===== src/rtl/stall_pkg.sv =====
package stall_pkg;

  typedef enum logic {
    XFER_READ  = 1'b0,
    XFER_WRITE = 1'b1
  } xfer_dir_e;

  // A sampled-low ready only holds read transfers.
  function automatic logic want_hold(input xfer_dir_e dir, input logic rdy_sampled);
    return (dir == XFER_READ) && !rdy_sampled;
  endfunction

endpackage


===== src/rtl/rdy_sync.sv =====
module rdy_sync #(
  parameter int STAGES = 2
) (
  input  logic clk,
  input  logic rst,
  input  logic rdy_async,
  output logic rdy_synced
);
  logic [STAGES-1:0] chain_q;

  generate
    for (genvar s = 0; s < STAGES; s++) begin : g_stage
      if (s == 0) begin : g_first
        always_ff @(posedge clk) begin
          if (rst) chain_q[0] <= 1'b1;
          else     chain_q[0] <= rdy_async;
        end
      end else begin : g_next
        always_ff @(posedge clk) begin
          if (rst) chain_q[s] <= 1'b1;
          else     chain_q[s] <= chain_q[s-1];
        end
      end
    end
  endgenerate

  assign rdy_synced = chain_q[STAGES-1];
endmodule


===== src/rtl/phase_counter.sv =====
module phase_counter #(
  parameter int CYC_CLKS = 2
) (
  input  logic clk,
  input  logic rst,
  output logic at_sample,
  output logic at_end
);
  localparam int CNT_W = (CYC_CLKS > 2) ? $clog2(CYC_CLKS) : 1;
  localparam logic [CNT_W-1:0] LAST = CNT_W'(CYC_CLKS - 1);

  logic [CNT_W-1:0] cnt_q;

  // Reset parks the counter on the last slot so the first edge loads a cycle.
  always_ff @(posedge clk) begin
    if (rst)                cnt_q <= LAST;
    else if (cnt_q == LAST) cnt_q <= '0;
    else                    cnt_q <= cnt_q + CNT_W'(1);
  end

  assign at_sample = (cnt_q == '0);
  assign at_end    = (cnt_q == LAST);
endmodule


===== src/rtl/stall_decider.sv =====
module stall_decider
  import stall_pkg::*;
(
  input  logic      clk,
  input  logic      rst,
  input  logic      at_sample,
  input  logic      at_end,
  input  xfer_dir_e cur_dir,
  input  logic      rdy_s,
  output logic      hold_q,
  output logic      cyc_done
);
  always_ff @(posedge clk) begin
    if (rst)            hold_q <= 1'b0;
    else if (at_sample) hold_q <= want_hold(cur_dir, rdy_s);
  end

  assign cyc_done = at_end && !hold_q;
endmodule


===== src/rtl/bus_cycle_reg.sv =====
module bus_cycle_reg #(
  parameter int ADDR_W = 16
) (
  input  logic              clk,
  input  logic              rst,
  input  logic              load,
  input  logic [ADDR_W-1:0] nxt_addr,
  input  logic              nxt_write,
  input  logic              nxt_fetch,
  output logic [ADDR_W-1:0] bus_addr,
  output logic              bus_write,
  output logic              bus_fetch,
  output logic              bus_live,
  output logic              adv_pulse
);
  always_ff @(posedge clk) begin
    if (rst) begin
      bus_addr  <= '0;
      bus_write <= 1'b0;
      bus_fetch <= 1'b0;
      bus_live  <= 1'b0;
      adv_pulse <= 1'b0;
    end else begin
      adv_pulse <= load;
      if (load) begin
        bus_addr  <= nxt_addr;
        bus_write <= nxt_write;
        bus_fetch <= nxt_fetch;
        bus_live  <= 1'b1;
      end
    end
  end
endmodule


===== src/rtl/ready_stall_ctrl.sv =====
module ready_stall_ctrl
  import stall_pkg::*;
#(
  parameter int ADDR_W      = 16,
  parameter int CYC_CLKS    = 2,
  parameter int SYNC_STAGES = 2
) (
  input  logic              clk,
  input  logic              rst,
  input  logic              rdy_pin,
  input  logic [ADDR_W-1:0] req_addr,
  input  logic              req_write,
  input  logic              req_fetch,
  output logic              core_adv,
  output logic              sync_out,
  output logic [ADDR_W-1:0] addr_out,
  output logic              write_out,
  output logic              addr_valid,
  output logic              frozen
);
  logic rdy_s;
  logic at_sample;
  logic at_end;
  logic hold_q;
  logic cyc_done;

  rdy_sync #(.STAGES(SYNC_STAGES)) u_sync (
    .clk        (clk),
    .rst        (rst),
    .rdy_async  (rdy_pin),
    .rdy_synced (rdy_s)
  );

  phase_counter #(.CYC_CLKS(CYC_CLKS)) u_phase (
    .clk       (clk),
    .rst       (rst),
    .at_sample (at_sample),
    .at_end    (at_end)
  );

  stall_decider u_decide (
    .clk       (clk),
    .rst       (rst),
    .at_sample (at_sample),
    .at_end    (at_end),
    .cur_dir   (xfer_dir_e'(write_out)),
    .rdy_s     (rdy_s),
    .hold_q    (hold_q),
    .cyc_done  (cyc_done)
  );

  bus_cycle_reg #(.ADDR_W(ADDR_W)) u_bus (
    .clk       (clk),
    .rst       (rst),
    .load      (cyc_done),
    .nxt_addr  (req_addr),
    .nxt_write (req_write),
    .nxt_fetch (req_fetch),
    .bus_addr  (addr_out),
    .bus_write (write_out),
    .bus_fetch (sync_out),
    .bus_live  (addr_valid),
    .adv_pulse (core_adv)
  );

  assign frozen = hold_q;
endmodule


===== config.mk =====
export PLATFORM = sky130hd
export DESIGN_NAME = ready_stall_ctrl
export DESIGN_NICKNAME = d
export VERILOG_FILES = /design/src/rtl/stall_pkg.sv /design/src/rtl/rdy_sync.sv /design/src/rtl/phase_counter.sv /design/src/rtl/stall_decider.sv /design/src/rtl/bus_cycle_reg.sv /design/src/rtl/ready_stall_ctrl.sv
export SDC_FILE = /design/constraint.sdc
export NUM_CORES = 1
export LEC_CHECK = 0
export CORE_MARGIN = 3
export CORE_UTILIZATION = 37
export DETAILED_ROUTE_END_ITERATION = 6
export PLACE_DENSITY_LB_ADDON = 0.25
export SLEW_MARGIN = 20
export SYNTH_ARGS = -nofsm -noshare
export SYNTH_HDL_FRONTEND = slang
export SYNTH_SLANG_ARGS = --single-unit

===== constraint.sdc =====
create_clock -name clk -period 1 [get_ports clk]
set_input_delay 0.25 -clock clk [delete_from_list [all_inputs] [get_ports clk]]
set_output_delay 0.25 -clock clk [all_outputs]
set_load 0.05 [all_outputs]

==> After elaboration in Yosys (flattened, before gate mapping) <==
Index checks and enable logic that the tools add are counted.
Widths: inputs -> output; s select.
{ "word_totals": {"wordCells": 16, "n_memories": 0, "latch_bits": 0, "romBits": 0, "inputBits": 21, "reg_bits": 24, "ram_bits": 0} }
{ "classes": {"bitwise": 1, "n_shift": 0, "mul": 0, "order_cmp": 0, "eq_ne": 0, "add_sub_neg": 1, "mux": 1, "n_reduce_logical": 4, "n_div": 0} }
{ "ops": {"columns": ["operator", "count"], "rows": [
  ["$logic_and 1x1->1", 2],
  ["$logic_not 1->1", 2],
  ["$add 1x1->1 const B", 1],
  ["$mux 1", 1],
  ["$not 1->1", 1]
]} }

==> Logic depth before layout (Yosys ltp) <==
{ "logic_depth": {"ltp_word": 2, "mapped_depth": 4} }

==> Modules after synthesis <==
From an unflattened synthesis, not the netlist that was laid out.
{ "unflattened": {"hier_cells": 75, "hier_area_um2": 820.8} }
{ "modules_own_cells": {"columns": ["module", "cells_per_inst", "area_per_inst_um2", "instances", "seq_area_each_um2"], "rows": [
  ["bus_cycle_reg", 63, 691.9, 1, 400.4],
  ["rdy_sync", 4, 52.6, 1, 40.0],
  ["stall_decider", 5, 46.3, 1, 20.0],
  ["phase_counter", 3, 30.0, 1, 20.0]
]} }

==> Worst setup path after synthesis <==
Ideal clock, no wire load.
{ "synth_timing": {"path_kind": "reg2reg", "start": "register u_decide.hold_q", "end": "register u_bus.bus_write", "t_arrival_ns": 1.161, "synth_period_minus_slack_ns": 1.235, "slack_ns": -0.235, "stages_incl_launch_ff": 5, "required_time_ns": 0.926, "setup_ns": 0.074, "path_cell_list": "dfxtp_1 -> nor2b_1 -> buf_2 -> buf_4 -> o21ai_0"} }
{ "synth_between": {"elab_chain_len": 2} }
{ "synth_rtl": {"columns": ["item", "line_no", "rtl"], "rows": [
  ["start, declared", "stall_decider.sv:10", "output logic hold_q,"],
  ["start signal, assigned", "stall_decider.sv:15", "else if (at_sample) hold_q <= want_hold(cur_dir, rdy_s);"],
  ["$logic_not 1->1", "stall_decider.sv:18", "assign cyc_done = at_end && !hold_q;"],
  ["$logic_and 1x1->1", "stall_decider.sv:18", null],
  ["end signal, assigned", "bus_cycle_reg.sv:27", "bus_write <= nxt_write;"],
  ["end, declared", "bus_cycle_reg.sv:11", "output logic bus_write,"]
]} }
Every way passes these cells.
A chain may end at the register's enable or synchronous reset.

==> Worst setup path in the final report <==
{ "layout_timing": {"start": "register u_decide.hold_q", "end": "output port frozen"} }
{ "layout_rtl": {"columns": ["item", "line_no", "rtl"], "rows": [
  ["end, declared", "ready_stall_ctrl.sv:19", "output logic frozen"]
]} }
No word-level cell between the ends.

==> results.sh <==
export IMPL_final_setup_worst_slack_ns=-0.186
export IMPL_clock_skew_ns=0.00479
export IMPL_synth_top_area_share_pct=48.2
export IMPL_htree_levels=1
export IMPL_critPathKind="reg2out"
export IMPL_critical_path_depth=2
export IMPL_grt_max_degree=43
export IMPL_crit_buf_inv=2
export IMPL_clock_sinks=24
export IMPL_cts_buffer_depth=2
export IMPL_yosysTopAreaCell="dfxtp_1"
export IMPL_fin_crit_ns=1.19
export IMPL_nNetsFinal=173
export IMPL_synthArstFlopShare_pct=0
export IMPL_drc=0
export IMPL_vias=915
export IMPL_core_area_sq_um=2520
export IMPL_slew_violations=0
export IMPL_min_from="u_sync.chain_q[0]"
export IMPL_gp_congestion=0.671
export IMPL_crit_chain="buf_12, buf_12"
export IMPL_synth_fp_nets=120
export IMPL_drtIter0Drc=9
export IMPL_leakage_uw=0.000737
export IMPL_fmax_mhz=843
export IMPL_initial_core_util_pct=39.5
export IMPL_antennaDiodeCount=0
export IMPL_total_power_uw=2440
export IMPL_synth_seq_cells=24
export IMPL_wl_microns=2870
export IMPL_fin_cells=181
export IMPL_wire_per_inst_microns=15.9
export IMPL_critPathRequiredTime_ns=0.75
export IMPL_overflow=0
export IMPL_synth_most_common_cell="dfxtp_1"
export IMPL_synth_edf_count=0
export IMPL_cap_violations=0
export IMPL_clk_pin_slew_worst_paths_ns=0.13
export IMPL_ant_nets=0
export IMPL_vias_per_cell=5.06
export IMPL_io_buffers=41
export IMPL_crit_fanout=2
export IMPL_hpwlAfterDp_microns=1690
export IMPL_crit_path_start_kind="register"
export IMPL_netlist_instances=99
export IMPL_r2r_end="u_bus.bus_addr[5]"
export IMPL_ys_types=16
export IMPL_grt_use_total_pct=15.9
export IMPL_fp_dieW_microns=57.9
export IMPL_io_pins=42
export IMPL_avgSynthCellArea_sq_um=10.1
export IMPL_ir_drop_mv=1.26
export IMPL_yosys_top_cells_count="dfxtp_1 (24), nand2b_1 (20), nand4bb_1 (18)"
export IMPL_cts_tree="done"
export IMPL_hold_end="u_sync.rdy_synced"
export IMPL_grt_pass1_wl_microns=4140
export IMPL_reg2regPathDepth=5
export IMPL_cp_top_family="flip-flops"
export IMPL_numCtsBuffers=3
export IMPL_critPathMostFrequentCell="buf_12"
export IMPL_run_status="finished with violations"
export IMPL_cts_root_buf="clkbuf_4"
export IMPL_yosys_top_cells_area="dfxtp_1 (48%), nand4bb_1 (20%), nand2b_1 (13%)"
export IMPL_grt_pass1_vias=927
export IMPL_slowest_stage="dfxtp_4"
export IMPL_placed_cells=167
export IMPL_rows=18
export IMPL_hold_viol_final=0
export IMPL_antenna_found_initial=0
export IMPL_powerDensity_nw_per_um2=1260
export IMPL_holdPathStages=1
export IMPL_ys_flop_type="dfxtp_1"
export IMPL_hold_path_class="reg2reg"
export IMPL_r2r_start="u_decide.hold_q"
export IMPL_r2r_slack_ns=-0.14
export IMPL_synth_warnings=0
export IMPL_hold_buffers=0
export IMPL_max_stage_delay_ns=0.37
export IMPL_worstMarginPinSlew_ns=0.193
export IMPL_clkLatencyLatePin_ns=0.31
export IMPL_first_pass_iters=4
export IMPL_drive_gt1_share_pct=58.9
export IMPL_areaGrowthSynthToFinish_pct=95.0
export IMPL_die_h_microns=57.9
export IMPL_rsz0062_at_grt="yes"
export IMPL_die_area_sq_um=3350
export IMPL_synth_area_sq_um=996
export IMPL_violations="negative setup slack"
export IMPL_cp_end_kind="output port"
export IMPL_arrival_ns=0.94
export IMPL_finalSetupViolations=42
export IMPL_period_share_pct=119
export IMPL_ys_seq_area_share_pct=48.2
export IMPL_slew_headroom_pct=87.1
-- state kept, by name (all words and copies together) (netlist names) --
signal	count
u_bus.bus_live	1
u_bus.bus_write	1
u_bus.bus_addr	16
u_phase.at_end	1
u_sync.chain_q	1
u_sync.rdy_synced	1
u_bus.adv_pulse	1
u_bus.bus_fetch	1
u_decide.hold_q	1
-- worst max path at each step --
stage                             end  slack (ns)             from
detailed placement    u_bus.bus_write       -0.32              rst
global route                   frozen       -0.23  u_decide.hold_q
finish                         frozen       -0.19  u_decide.hold_q
global placement    u_sync.chain_q[0]       -0.28              rst
CTS                            frozen       -0.19  u_decide.hold_q
floorplan             u_decide.hold_q        0.01   u_phase.at_end
-- routing by layer --
layer | global-route usage [%] | part of all wire (%)
met1 | 18.2 | 37
met2 | 28.1 | 55
met3 | 4.45 | 6.6
met4 | 5.63 | 1.3
met5 | 0 | 0
-- layout make-up --
class / count / area (sq um)
well taps: 30 / 37.5
clock buffers: 4 / 36.3
inverters: 1 / 3.75
multi-input cells: 64 / 552
repair buffers: 58 / 800
flip-flops and latches: 24 / 513
fillers: 171 / 581
-- worst register-to-register path, delay by kind of cell, from the launching register on --
family                 cells  cell delay, ns
AND/OR/NAND/NOR            1            0.20
AO/OA/AOI/OAI              1            0.05
buffers and inverters      3            0.43
flip-flops                 1            0.37
-- cells by family after synthesis --
| family | Yosys count | synth area share, % |
|---|---|---|
| buffers and inverters | 11 | 5.53 |
| AO/OA/AOI/OAI | 20 | 10.0 |
| AND/OR/NAND/NOR | 44 | 36.2 |
| flip-flops | 24 | 48.2 |
-- power by group --
group | total [uW] | internal (uW) | switching (uW)
clock | 509 | 222 | 286
sequential | 1100 | 1030 | 69.3
combinational | 827 | 438 | 388
-- layout by cell type (no fill, tap or decap), drive strengths merged --
cell type / instances
nor2b: 1
buf: 38
o21ai: 18
nand4bb: 18
nor2: 1
or2: 2
dfxtp: 24
nand2b: 20
inv: 1
nand2: 1
a21oi: 2
clkdlybuf4s50: 20
or3: 1
clkbuf: 4
-- repair_timing --
item                                    4_1_cts  5_1_grt
cloned                                        0        2
setup buffers                                 5        3
pin swaps                                     3       17
endpoints found under the setup margin       21       42
resized for setup                            23       43
-- metrics by stage --
step | TNS (ns) | worst slack [ns] | util (%) | hold slack (ns) | instance area (sq um)
final | -4.18 | -0.186 | 77.0 | 0.439 | 1940
after global routing | -5.70 | -0.225 | 77.0 | 0.450 | 1940
after CTS | -2.05 | -0.195 | 71.4 | 0.440 | 1800
after detailed placement | -6.29 | -0.316 | 66.9 | 0.407 | 1690
after global placement | -5.66 | -0.284 | 66.9 | 0.394 | 1690
after floorplan | 0 | 0.00964 | - | 0.354 | 1000
Note: power is estimated with default switching activity, not from simulation.
